==> src/rtl/rx_desc_dma_pkg.sv <==
package rx_desc_dma_pkg;

  localparam int DATA_W = 32;

  // status word layout
  localparam int OWN_HI   = 31;
  localparam int OWN_LO   = 30;
  localparam int BIT_GOOD = 20;
  localparam int BIT_LONG = 19;
  localparam int BIT_INTR = 16;

  localparam logic [1:0] OWN_ENGINE = 2'b10;
  localparam logic [1:0] OWN_CPU    = 2'b00;

  // descriptor word selectors
  localparam logic [1:0] SEL_STAT = 2'd0;
  localparam logic [1:0] SEL_BUF  = 2'd1;
  localparam logic [1:0] SEL_NEXT = 2'd2;

  typedef enum logic [3:0] {
    ST_IDLE, ST_ARM, ST_RD0, ST_RD1, ST_RD3, ST_CHK, ST_RECV, ST_DISC, ST_WB
  } rxState_t;

  typedef struct packed {
    logic       loadBase;
    logic       rdEn;
    logic [1:0] rdSel;
    logic       capStat;
    logic       capBuf;
    logic       capNext;
    logic       frameClr;
    logic       byteEn;
    logic       writeBack;
  } ctrlStrobe_t;

endpackage

==> src/rtl/rx_desc_dma_path.sv <==
module rx_desc_dma_path
  import rx_desc_dma_pkg::*;
#(
  parameter int ADDR_W    = 32,
  parameter int LEN_W     = 16,
  parameter int MAX_FRAME = 1518,
  parameter int CRC_BYTES = 4
) (
  input  logic              clk,
  input  logic              rstN,
  input  ctrlStrobe_t       strobe,
  input  logic [ADDR_W-1:0] listBase,
  input  logic              longPktEn,
  input  logic              rxIntEn,
  input  logic [7:0]        inData,
  input  logic              inLast,
  input  logic [DATA_W-1:0] memRdata,
  output logic              memEn,
  output logic              memWe,
  output logic [ADDR_W-1:0] memAddr,
  output logic [DATA_W-1:0] memWdata,
  output logic [DATA_W/8-1:0] memBe,
  output logic              owned,
  output logic              lenTooLong,
  output logic              frameLong,
  output logic              earlyHit,
  output logic [ADDR_W-1:0] curDescAddr
);

  localparam int LANES  = DATA_W / 8;
  localparam int LANE_W = $clog2(LANES);

  logic [ADDR_W-1:0] curDesc, bufBase, nextDesc;
  logic [1:0]        ownBits;
  logic [LEN_W-1:0]  byteCnt, lenNext, reportLen;
  logic [LANE_W-1:0] lane;
  logic [7:0]        accByte [LANES];
  logic [DATA_W-1:0] mergedWord, statusWord;
  logic [LANES-1:0]  wordBe;
  logic              storeOk, wordWr;
  logic [ADDR_W-1:0] descOff, wordOff;

  assign lane       = byteCnt[LANE_W-1:0];
  assign lenNext    = (byteCnt == '1) ? byteCnt : byteCnt + LEN_W'(1);
  assign lenTooLong = lenNext > LEN_W'(MAX_FRAME);
  assign storeOk    = longPktEn || (byteCnt < LEN_W'(MAX_FRAME));
  assign wordWr     = strobe.byteEn && storeOk &&
                      ((lane == LANE_W'(LANES - 1)) || inLast);
  assign earlyHit   = wordWr && (byteCnt < LEN_W'(LANES));
  assign reportLen  = byteCnt + LEN_W'(CRC_BYTES);
  assign owned      = (ownBits == OWN_ENGINE);
  assign curDescAddr = curDesc;
  assign wordOff    = ADDR_W'({byteCnt[LEN_W-1:LANE_W], {LANE_W{1'b0}}});

  always_comb begin
    case (strobe.rdSel)
      SEL_BUF:  descOff = ADDR_W'(4);
      SEL_NEXT: descOff = ADDR_W'(12);
      default:  descOff = '0;
    endcase
  end

  // per-lane byte accumulators
  for (genvar g = 0; g < LANES; g++) begin : gLane
    always_ff @(posedge clk) begin
      if (!rstN) accByte[g] <= '0;
      else if (strobe.byteEn && lane == LANE_W'(g)) accByte[g] <= inData;
    end
  end

  always_comb begin
    for (int i = 0; i < LANES; i++) begin
      mergedWord[8*i +: 8] = (lane == LANE_W'(i)) ? inData : accByte[i];
      wordBe[i]            = (LANE_W'(i) <= lane);
    end
  end

  always_comb begin
    statusWord                 = '0;
    statusWord[OWN_HI:OWN_LO]  = OWN_CPU;
    statusWord[BIT_GOOD]       = 1'b1;
    statusWord[BIT_LONG]       = frameLong;
    statusWord[BIT_INTR]       = rxIntEn;
    statusWord[LEN_W-1:0]      = reportLen;
  end

  // memory port mux
  always_comb begin
    memEn    = 1'b0;
    memWe    = 1'b0;
    memAddr  = curDesc;
    memWdata = '0;
    memBe    = '0;
    if (strobe.writeBack) begin
      memEn = 1'b1; memWe = 1'b1; memWdata = statusWord; memBe = '1;
    end else if (strobe.rdEn) begin
      memEn = 1'b1; memAddr = curDesc + descOff;
    end else if (wordWr) begin
      memEn = 1'b1; memWe = 1'b1; memAddr = bufBase + wordOff;
      memWdata = mergedWord; memBe = wordBe;
    end
  end

  always_ff @(posedge clk) begin
    if (!rstN) begin
      curDesc   <= '0;
      bufBase   <= '0;
      nextDesc  <= '0;
      ownBits   <= OWN_CPU;
      byteCnt   <= '0;
      frameLong <= 1'b0;
    end else begin
      if (strobe.loadBase)  curDesc  <= listBase;
      if (strobe.capStat)   ownBits  <= memRdata[OWN_HI:OWN_LO];
      if (strobe.capBuf)    bufBase  <= memRdata[ADDR_W-1:0];
      if (strobe.capNext)   nextDesc <= memRdata[ADDR_W-1:0];
      if (strobe.frameClr) begin
        byteCnt   <= '0;
        frameLong <= 1'b0;
      end else if (strobe.byteEn) begin
        byteCnt <= lenNext;
        if (inLast) frameLong <= lenTooLong;
      end
      if (strobe.writeBack) curDesc <= nextDesc;
    end
  end

  AST_STORE_BOUND: assert property (@(posedge clk) disable iff (!rstN)
    (memEn && memWe && !strobe.writeBack && !longPktEn) |->
      (byteCnt < LEN_W'(MAX_FRAME)));

  AST_BE_CONTIG: assert property (@(posedge clk) disable iff (!rstN)
    (memEn && memWe) |->
      (memBe == 4'b0001 || memBe == 4'b0011 || memBe == 4'b0111 ||
       memBe == 4'b1111));

endmodule

==> src/rtl/rx_desc_dma_ctrl.sv <==
module rx_desc_dma_ctrl
  import rx_desc_dma_pkg::*;
(
  input  logic        clk,
  input  logic        rstN,
  input  logic        rxEnable,
  input  logic        startPulse,
  input  logic        longPktEn,
  input  logic        inValid,
  input  logic        inLast,
  input  logic        owned,
  input  logic        lenTooLong,
  input  logic        frameLong,
  input  logic        earlyHit,
  output ctrlStrobe_t strobe,
  output logic        inReady,
  output logic        evGood,
  output logic        evIntr,
  output logic        evEarly,
  output logic        evTooLong,
  output logic        evUnavail
);

  rxState_t state, stateNext;
  logic     dropNow, discardEnd;

  assign dropNow    = (state == ST_RECV) && inValid && inLast &&
                      lenTooLong && !longPktEn;
  assign discardEnd = (state == ST_DISC) && inValid && inLast;

  always_comb begin
    stateNext = state;
    strobe    = '0;
    inReady   = 1'b0;
    case (state)
      ST_IDLE: if (rxEnable && startPulse) begin
        strobe.loadBase = 1'b1;
        stateNext       = ST_ARM;
      end
      ST_ARM: begin
        if (!rxEnable)    stateNext = ST_IDLE;
        else if (inValid) stateNext = ST_RD0;
      end
      ST_RD0: begin
        strobe.rdEn  = 1'b1;
        strobe.rdSel = SEL_STAT;
        stateNext    = ST_RD1;
      end
      ST_RD1: begin
        strobe.capStat = 1'b1;
        strobe.rdEn    = 1'b1;
        strobe.rdSel   = SEL_BUF;
        stateNext      = ST_RD3;
      end
      ST_RD3: begin
        strobe.capBuf = 1'b1;
        strobe.rdEn   = 1'b1;
        strobe.rdSel  = SEL_NEXT;
        stateNext     = ST_CHK;
      end
      ST_CHK: begin
        strobe.capNext  = 1'b1;
        strobe.frameClr = 1'b1;
        stateNext       = owned ? ST_RECV : ST_DISC;
      end
      ST_RECV: begin
        inReady       = 1'b1;
        strobe.byteEn = inValid;
        if (inValid && inLast) stateNext = dropNow ? ST_ARM : ST_WB;
      end
      ST_DISC: begin
        inReady = 1'b1;
        if (discardEnd) stateNext = ST_ARM;
      end
      ST_WB: begin
        strobe.writeBack = 1'b1;
        stateNext        = ST_ARM;
      end
      default: stateNext = ST_IDLE;
    endcase
  end

  always_ff @(posedge clk) begin
    if (!rstN) begin
      state     <= ST_IDLE;
      evGood    <= 1'b0;
      evIntr    <= 1'b0;
      evEarly   <= 1'b0;
      evTooLong <= 1'b0;
      evUnavail <= 1'b0;
    end else begin
      state     <= stateNext;
      evGood    <= (state == ST_WB);
      evIntr    <= (state == ST_WB);
      evEarly   <= earlyHit;
      evTooLong <= ((state == ST_WB) && frameLong) || dropNow;
      evUnavail <= discardEnd;
    end
  end

  AST_START_GATE: assert property (@(posedge clk) disable iff (!rstN)
    ($past(state) == ST_IDLE && state != ST_IDLE) |->
      $past(rxEnable && startPulse));

  AST_WB_AFTER_LAST: assert property (@(posedge clk) disable iff (!rstN)
    (state == ST_WB) |-> $past(state == ST_RECV && inValid && inLast));

  AST_UNAVAIL_FROM_DISC: assert property (@(posedge clk) disable iff (!rstN)
    evUnavail |-> $past(state == ST_DISC));

  AST_GOOD_NOT_UNAVAIL: assert property (@(posedge clk) disable iff (!rstN)
    $onehot0({evGood, evUnavail}));

endmodule

==> src/rtl/rx_desc_dma.sv <==
module rx_desc_dma
  import rx_desc_dma_pkg::*;
#(
  parameter int ADDR_W    = 32,
  parameter int LEN_W     = 16,
  parameter int MAX_FRAME = 1518,
  parameter int CRC_BYTES = 4
) (
  input  logic              clk,
  input  logic              rstN,
  input  logic              rxEnable,
  input  logic              startPulse,
  input  logic              longPktEn,
  input  logic              rxIntEn,
  input  logic [ADDR_W-1:0] listBase,
  input  logic              inValid,
  input  logic [7:0]        inData,
  input  logic              inLast,
  output logic              inReady,
  output logic              memEn,
  output logic              memWe,
  output logic [ADDR_W-1:0] memAddr,
  output logic [31:0]       memWdata,
  output logic [3:0]        memBe,
  input  logic [31:0]       memRdata,
  output logic [ADDR_W-1:0] curDescAddr,
  output logic              evGood,
  output logic              evIntr,
  output logic              evEarly,
  output logic              evTooLong,
  output logic              evUnavail
);

  ctrlStrobe_t strobe;
  logic owned, lenTooLong, frameLong, earlyHit;

  rx_desc_dma_ctrl u_ctrl (
    .clk(clk), .rstN(rstN), .rxEnable(rxEnable), .startPulse(startPulse),
    .longPktEn(longPktEn), .inValid(inValid), .inLast(inLast),
    .owned(owned), .lenTooLong(lenTooLong), .frameLong(frameLong),
    .earlyHit(earlyHit), .strobe(strobe), .inReady(inReady),
    .evGood(evGood), .evIntr(evIntr), .evEarly(evEarly),
    .evTooLong(evTooLong), .evUnavail(evUnavail)
  );

  rx_desc_dma_path #(
    .ADDR_W(ADDR_W), .LEN_W(LEN_W), .MAX_FRAME(MAX_FRAME), .CRC_BYTES(CRC_BYTES)
  ) u_path (
    .clk(clk), .rstN(rstN), .strobe(strobe), .listBase(listBase),
    .longPktEn(longPktEn), .rxIntEn(rxIntEn), .inData(inData),
    .inLast(inLast), .memRdata(memRdata), .memEn(memEn), .memWe(memWe),
    .memAddr(memAddr), .memWdata(memWdata), .memBe(memBe), .owned(owned),
    .lenTooLong(lenTooLong), .frameLong(frameLong), .earlyHit(earlyHit),
    .curDescAddr(curDescAddr)
  );

endmodule

==> config.mk <==
export PLATFORM = sky130hd
export DESIGN_NAME = rx_desc_dma
export DESIGN_NICKNAME = d
export VERILOG_FILES = /design/src/rtl/rx_desc_dma_pkg.sv /design/src/rtl/rx_desc_dma_path.sv /design/src/rtl/rx_desc_dma_ctrl.sv /design/src/rtl/rx_desc_dma.sv
export SDC_FILE = /design/constraint.sdc
export NUM_CORES = 1
export LEC_CHECK = 0
export ABC_AREA = 1
export BUFFER_PORTS_ARGS = -buffer_cell sky130_fd_sc_hd__buf_4
export CAP_MARGIN = 10
export CORE_ASPECT_RATIO = 1.4
export CORE_UTILIZATION = 57
export CTS_CLUSTER_SIZE = 12
export DETAILED_ROUTE_END_ITERATION = 8
export PLACE_DENSITY = 0.88
export SYNTH_ARGS = -nofsm -noshare
export SYNTH_HDL_FRONTEND = slang
export SYNTH_HIERARCHICAL = 1
export SYNTH_SLANG_ARGS = --single-unit
==> constraint.sdc <==
create_clock -name clk -period 3.77 [get_ports clk]
set_input_delay 0.5655 -clock clk [delete_from_list [all_inputs] [get_ports clk]]
set_output_delay 0.5655 -clock clk [all_outputs]
set_load 0.02 [all_outputs]
== After elaboration in Yosys (flattened, before gate mapping) ==
Memories as Yosys holds them, arrays and structs flattened.
Cells that the tools add are included.

* Bits in registers: 123
* Memory bits (writable): 32
* Output and inout port bits: 108
* Logic and storage cells: 130
* Memories kept: 1

* Add/sub/neg operators: 4
* Order comparisons: 7
* Eq/ne operators: 19
* Mux-type cells: 56
* Bitwise logic cells: 5
* Reduce and logical (&&, ||, !) cells: 27

{| class="wikitable"
|+ Memory list
! name !! depth !! width !! read ports !! clocked after memory_dff !! wr ports !! line !! text
|-
| u_path.accByte || 4 || 8 || 4 || 0 || 4 || rx_desc_dma_path.sv:37 || <nowiki>logic [7:0] accByte [LANES];</nowiki>
|}

{| class="wikitable"
|+ Operator list
! cell !! number
|-
| $mux W32 || 8
|-
| $mux W8 || 8
|-
| $mux W4 || 9
|-
| $pmux W4 S9 || 1
|-
| $add A32 B16 Y32 || 1
|-
| $add A32 B4 Y32 || 1
|-
| $mux W1 || 26
|-
| $add A16 B1 Y16 const B || 1
|-
| $add A16 B3 Y16 const B || 1
|-
| $eq A16 B16 Y1 const B || 1
|-
| $eq A4 B3 Y1 const B || 4
|-
| $gt A16 B11 Y1 const B || 1
|-
| $logic_and A1 B1 Y1 || 16
|-
| $lt A16 B11 Y1 const B || 1
|-
| $lt A16 B3 Y1 const B || 1
|-
| $mux W16 || 1
|-
| $pmux W3 S3 || 1
|-
| $eq A2 B2 Y1 const B || 4
|-
| $eq A4 B2 Y1 const B || 2
|-
| $pmux W4 S2 || 1
|-
| $eq A2 B1 Y1 const B || 2
|-
| $eq A4 B1 Y1 const B || 1
|-
| $eq A4 B4 Y1 const B || 1
|-
| $le A1 B2 Y1 const A || 2
|-
| 15 further kinds || 23
|}

== Depth between registers and ports, before layout ==
* Depth in word-level cells: 8
* Gate-level depth with buffers: 21
* Depth with buffers taken out: 20

== Modules after synthesis ==
Netlist, hierarchy kept.

{| class="wikitable"
|+ By module, submodules not included
! module !! instances !! cells each !! area each (µm²)
|-
| rx_desc_dma_path || 1 || 1,453 || 9,520.4
|-
| rx_desc_dma_ctrl || 1 || 78 || 493.0
|}

== Worst setup path after synthesis ==
Ideal clock, no wire load.

* Path kind: register -> output
* Start point: register u_ctrl.state[2]
* End point: output port memAddr[20]
* Arrival: 2,793 ps
* Required time: 3,204 ps
* Slack: 411 ps
* Cell stages (with the launch flop): 21
* Path through: dfxtp_1 > nor2_1 > inv_1 > nor2_1 > inv_1 > ha_1 > inv_1 > ha_1 > fa_1 > nand3_1 > nor2_1 > inv_2 > nor2_2 > nand2_1 > nor2_1 > nand2_1 > nor2_2 > nand3b_1 > nand2_1 > nor2_1 > a21oi_1

{| class="wikitable"
|+ RTL lines
! item !! line !! text
|-
| start, declared || rx_desc_dma_ctrl.sv:24 || <nowiki>rxState_t state, stateNext;</nowiki>
|-
| start signal, assigned || rx_desc_dma_ctrl.sv:92 || <nowiki>state <= stateNext;</nowiki>
|-
| end, declared || rx_desc_dma.sv:22 || <nowiki>output logic [ADDR_W-1:0] memAddr,</nowiki>
|}

==> metrics.txt <==
# TYPE chip_impl_metric gauge
chip_impl_info{name="run_status",value="finished, final reports clean"} 1
chip_impl_metric{name="drt_first_pass_iters",unit=""} 8
chip_impl_metric{name="synth-seq-area-share",unit=""} 0.342
chip_impl_metric{name="final.hold.worst_slack",unit="ns"} 0.345
chip_impl_metric{name="power.switching",unit="mW"} 1.26
chip_impl_metric{name="design.portCount",unit=""} 188
chip_impl_metric{name="met1_usage",unit=""} 0.439
chip_impl_metric{name="floorplan.die_area",unit="um^2"} 18100
chip_impl_metric{name="gpl.final_weighted_congestion",unit=""} 1.02
chip_impl_metric{name="peakVddDrop",unit="mV"} 0.332
chip_impl_metric{name="io_buffers",unit=""} 187
chip_impl_metric{name="grt_remaining_overflow",unit=""} 0
chip_impl_metric{name="area.sequential",unit="um^2"} 3430
chip_impl_info{name="top_usage_layer",value="met2"} 1
chip_impl_metric{name="cells_after_synthesis",unit=""} 1531
chip_impl_metric{name="grt_start_max_net_pins",unit=""} 91
chip_impl_metric{name="antenna_cells",unit=""} 0
chip_impl_metric{name="finalClockSkew",unit="ns"} 0.00892
chip_impl_metric{name="maxSlewHeadroom",unit=""} 0.202
chip_impl_metric{name="avg_synthesized_cell_area",unit="um^2"} 6.54
chip_impl_metric{name="route.vias.total",unit=""} 11612
chip_impl_metric{name="final_antenna_net_count",unit=""} 0
chip_impl_metric{name="h-tree-depth",unit=""} 4
chip_impl_metric{name="cell_row_count",unit=""} 57
chip_impl_metric{name="vias_per_cell",unit=""} 6.00
chip_impl_metric{name="cellInternalPower",unit="mW"} 2.85
chip_impl_metric{name="worst_skew_pair.late_latency",unit="ns"} 0.44
chip_impl_metric{name="area_growth_from_synthesis_to_layout",unit="%"} 23.5
chip_impl_metric{name="combinationalPowerShare",unit=""} 0.127
chip_impl_metric{name="crit_arrival",unit="ns"} 3.15
chip_impl_metric{name="cts.hold.buffers_added",unit=""} 0
chip_impl_metric{name="final_layout_size_suffix_gt1_frac",unit=""} 0.191
chip_impl_metric{name="grt_pass1_vias",unit=""} 10730
chip_impl_metric{name="synth_cell_types",unit=""} 47
chip_impl_metric{name="grt_met2_usage",unit=""} 0.698
chip_impl_info{name="cts_tree",value="built"} 1
chip_impl_info{name="commonest_non_fill_non_tap_cell_in_the_layout",value="nor2_1"} 1
chip_impl_metric{name="fillers",unit=""} 1504
chip_impl_metric{name="worst-path-max-fanout",unit=""} 29
chip_impl_metric{name="maxCapViolCount",unit=""} 0
chip_impl_metric{name="synth_enable_flop_cells",unit=""} 32
chip_impl_metric{name="globalRouteTotalUtil",unit=""} 0.409
chip_impl_metric{name="die_width",unit="um"} 114
chip_impl_metric{name="multi_input_comb_area",unit="um^2"} 5830
chip_impl_info{name="layout_common_cells",value="nor2_1 (305), nand2_1 (276), buf_4 (216)"} 1
chip_impl_metric{name="power.share.sequential",unit=""} 0.443
chip_impl_metric{name="synthesis.nets",unit=""} 1636
chip_impl_metric{name="antenna_found_initial",unit=""} 0
chip_impl_metric{name="die_y",unit="um"} 159
chip_impl_metric{name="flip_flop_and_latch_count_after_synthesis",unit=""} 155
chip_impl_metric{name="report.power.total",unit="mW"} 4.11
chip_impl_metric{name="post_synthesis_cell_area",unit="um^2"} 10000
chip_impl_metric{name="core_area",unit="um^2"} 17300
chip_impl_metric{name="wl",unit="um"} 37500
chip_impl_metric{name="ff2ff_path_depth",unit=""} 19
chip_impl_info{name="synth_top_flop_cell",value="dfxtp_1"} 1
chip_impl_metric{name="final_critical_path_setup_slack",unit="ns"} 0.0495
chip_impl_info{name="crit_path_start_kind",value="flop"} 1
chip_impl_metric{name="clock_pin_transition_on_the_worst_setup_and_hold_timing_paths",unit="ns"} 0.08
chip_impl_metric{name="clock-sinks",unit=""} 155
chip_impl_metric{name="final_min_period_over_clock_period",unit=""} 0.987
chip_impl_metric{name="final_hold_violation_count",unit=""} 0
chip_impl_info{name="cts_root_buf",value="clkbuf_16"} 1
chip_impl_metric{name="fin_setup_tns",unit="ns"} 0
chip_impl_metric{name="cts-buffers-inserted",unit=""} 17
chip_impl_metric{name="first_pass_grt_wire_length",unit="um"} 56600
chip_impl_metric{name="hold_path_depth",unit=""} 3
chip_impl_info{name="min_path_type",value="primary input to flop"} 1
chip_impl_metric{name="final_net_count",unit=""} 1791
chip_impl_metric{name="wl_per_cell",unit="um"} 19.4
chip_impl_info{name="unrepaired_setup_endpoints_after_global_routing",value="yes"} 1
chip_impl_info{name="setup.worst_path.class",value="flop to primary output"} 1
chip_impl_metric{name="drt_iter0_drc",unit=""} 1195
chip_impl_metric{name="worstMarginPinSlew",unit="ns"} 1.19
chip_impl_metric{name="powerDensity",unit="nW/um^2"} 332
chip_impl_info{name="setup.worst_path.end_class",value="primary output"} 1
chip_impl_metric{name="worst-endpoint-required",unit="ns"} 3.20
chip_impl_metric{name="clkPwrFrac",unit=""} 0.430
chip_impl_metric{name="static-leakage-power",unit="nW"} 5.81
chip_impl_metric{name="fmax",unit="MHz"} 269
chip_impl_metric{name="detailedPlace.worstSlack",unit="ns"} 0.234
chip_impl_metric{name="place.detailed.hpwl",unit="um"} 27100
chip_impl_metric{name="netSwitchingFraction",unit=""} 0.307
chip_impl_metric{name="route.detailed.drc",unit=""} 0
chip_impl_metric{name="clock_path_buffers",unit=""} 2
chip_impl_metric{name="starting_density_of_the_core",unit=""} 0.580
chip_impl_metric{name="post-route-min-period",unit="ns"} 3.72
chip_impl_metric{name="postSynth.asyncResetShare",unit=""} 0
chip_impl_metric{name="groute.layer.met3.usage",unit=""} 0.0760
chip_impl_metric{name="yosys_warnings",unit=""} 6
chip_impl_metric{name="report.final.slew_viol_count",unit=""} 0
chip_impl_metric{name="report.final.setup_viol",unit=""} 0
synth_stat cells, types with 7 or more instances:
master,n,area (um^2)
a21oi_1,70,350
o22ai_1,17,106
xor2_1,10,87.6
ha_1,23,288
nor4_1,9,56.3
o221ai_1,33,289
nor2_1,313,1170
inv_2,8,30.0
nand2_2,10,62.6
a211oi_1,17,128
nand3_1,93,465
buf_4,9,67.6
nor3_1,51,255
a31oi_1,8,50.1
edfxtp_1,32,961
inv_1,135,507
nand2_1,281,1050
o21ai_0,136,681
clkbuf_1,55,206
buf_2,7,35.0
dfxtp_1,123,2460
nand4_1,30,188
nor2_2,7,43.8
timing repair:
item,CTS,global route
resized for setup,23,27
setup buffers,1,9
cloned,0,0
pin swaps,7,23
endpoints found under the hold margin,0,0
setup endpoints to repair,13,29
kinds of logic after synthesis:
logic type,Yosys count,synth area share
AOI/OAI and AO/OA,294,0.170
xor gates and xnor gates,16,0.0140
adders and majority gates,25,0.0327
buffers and inverters,226,0.0913
DFF,155,0.342
muxes,2,0.00225
and+or+nand+nor,813,0.348
worst paths after layout:
path,slack (ns),end,startpoint
min,0.34,u_path/curDescAddr[18],listBase[18]
max,0.05,memAddr[29],u_ctrl/state[0]
max reg2reg,0.76,u_ctrl/state[0],u_path/byteCnt[1]
min reg2reg,0.49,u_path/bufBase[31],u_path/bufBase[31]
layer usage:
layer / wire [um] / vias up / part of all wire
li1: - / 5441 / -
met1: 13000 / 5279 / 0.35
met2: 18300 / 721 / 0.49
met3: 3080 / 171 / 0.082
met4: 3070 / 0 / 0.082
met5: 0 / - / 0
power groups by stage:
stage / clock (mW) / combinational [mW] / sequential (mW)
after detailed placement: 0 / 0.502 / 1.85
after global placement: 0 / 0.497 / 1.85
after CTS: 1.77 / 0.505 / 1.81
final: 1.77 / 0.523 / 1.82
after global routing: 1.84 / 0.555 / 1.82
after floorplan: 0 / 0.226 / 1.85
area by class of cell:
type / instances / area share
clock buffer: 17 / 0.0344
timing repair buffer: 217 / 0.133
multi-input combinational: 1150 / 0.471
tap: 236 / 0.0239
sequential: 155 / 0.278
inverter: 145 / 0.0442
clock inverter: 15 / 0.0157
registers in the layout (all words and copies together), names as in the netlist:
signal              cells
u_ctrl/evTooLong        1
u_ctrl/evUnavail        1
u_path/accByte         32
u_ctrl/state            4
u_path/nextDesc        32
u_ctrl/evEarly          1
u_path/bufBase         32
u_ctrl/evIntr           1
u_path/byteCnt         16
u_path/ownBits          2
u_path/frameLong        1
u_path/curDescAddr     32
metrics by stage:
| step | instance area [um^2] | instances | utilization |
|---|---|---|---|
| final | 12400 | 1935 | 0.716 |
| after floorplan | 10000 | 1531 | - |
| after global placement | 11500 | 1893 | 0.667 |
| after global routing | 12400 | 1935 | 0.716 |
| after CTS | 12200 | 1926 | 0.708 |
| after detailed placement | 11500 | 1893 | 0.667 |
critical path, cell delays in order (launching register included):
cell	delay (ns)
dfxtp_2	0.35
inv_2	0.10
nand2_4	0.07
nor2_4	0.15
buf_4	0.30
nor2_1	0.14
nand2_1	0.20
buf_4	0.37
nand3_2	0.12
nor2_1	0.12
nand2_1	0.10
nor2_2	0.15
nand2_1	0.07
nand2_1	0.05
nor2_1	0.04
a21oi_1	0.18
buf_4	0.17
No activity file was read; power rests on OpenSTA's default activity.
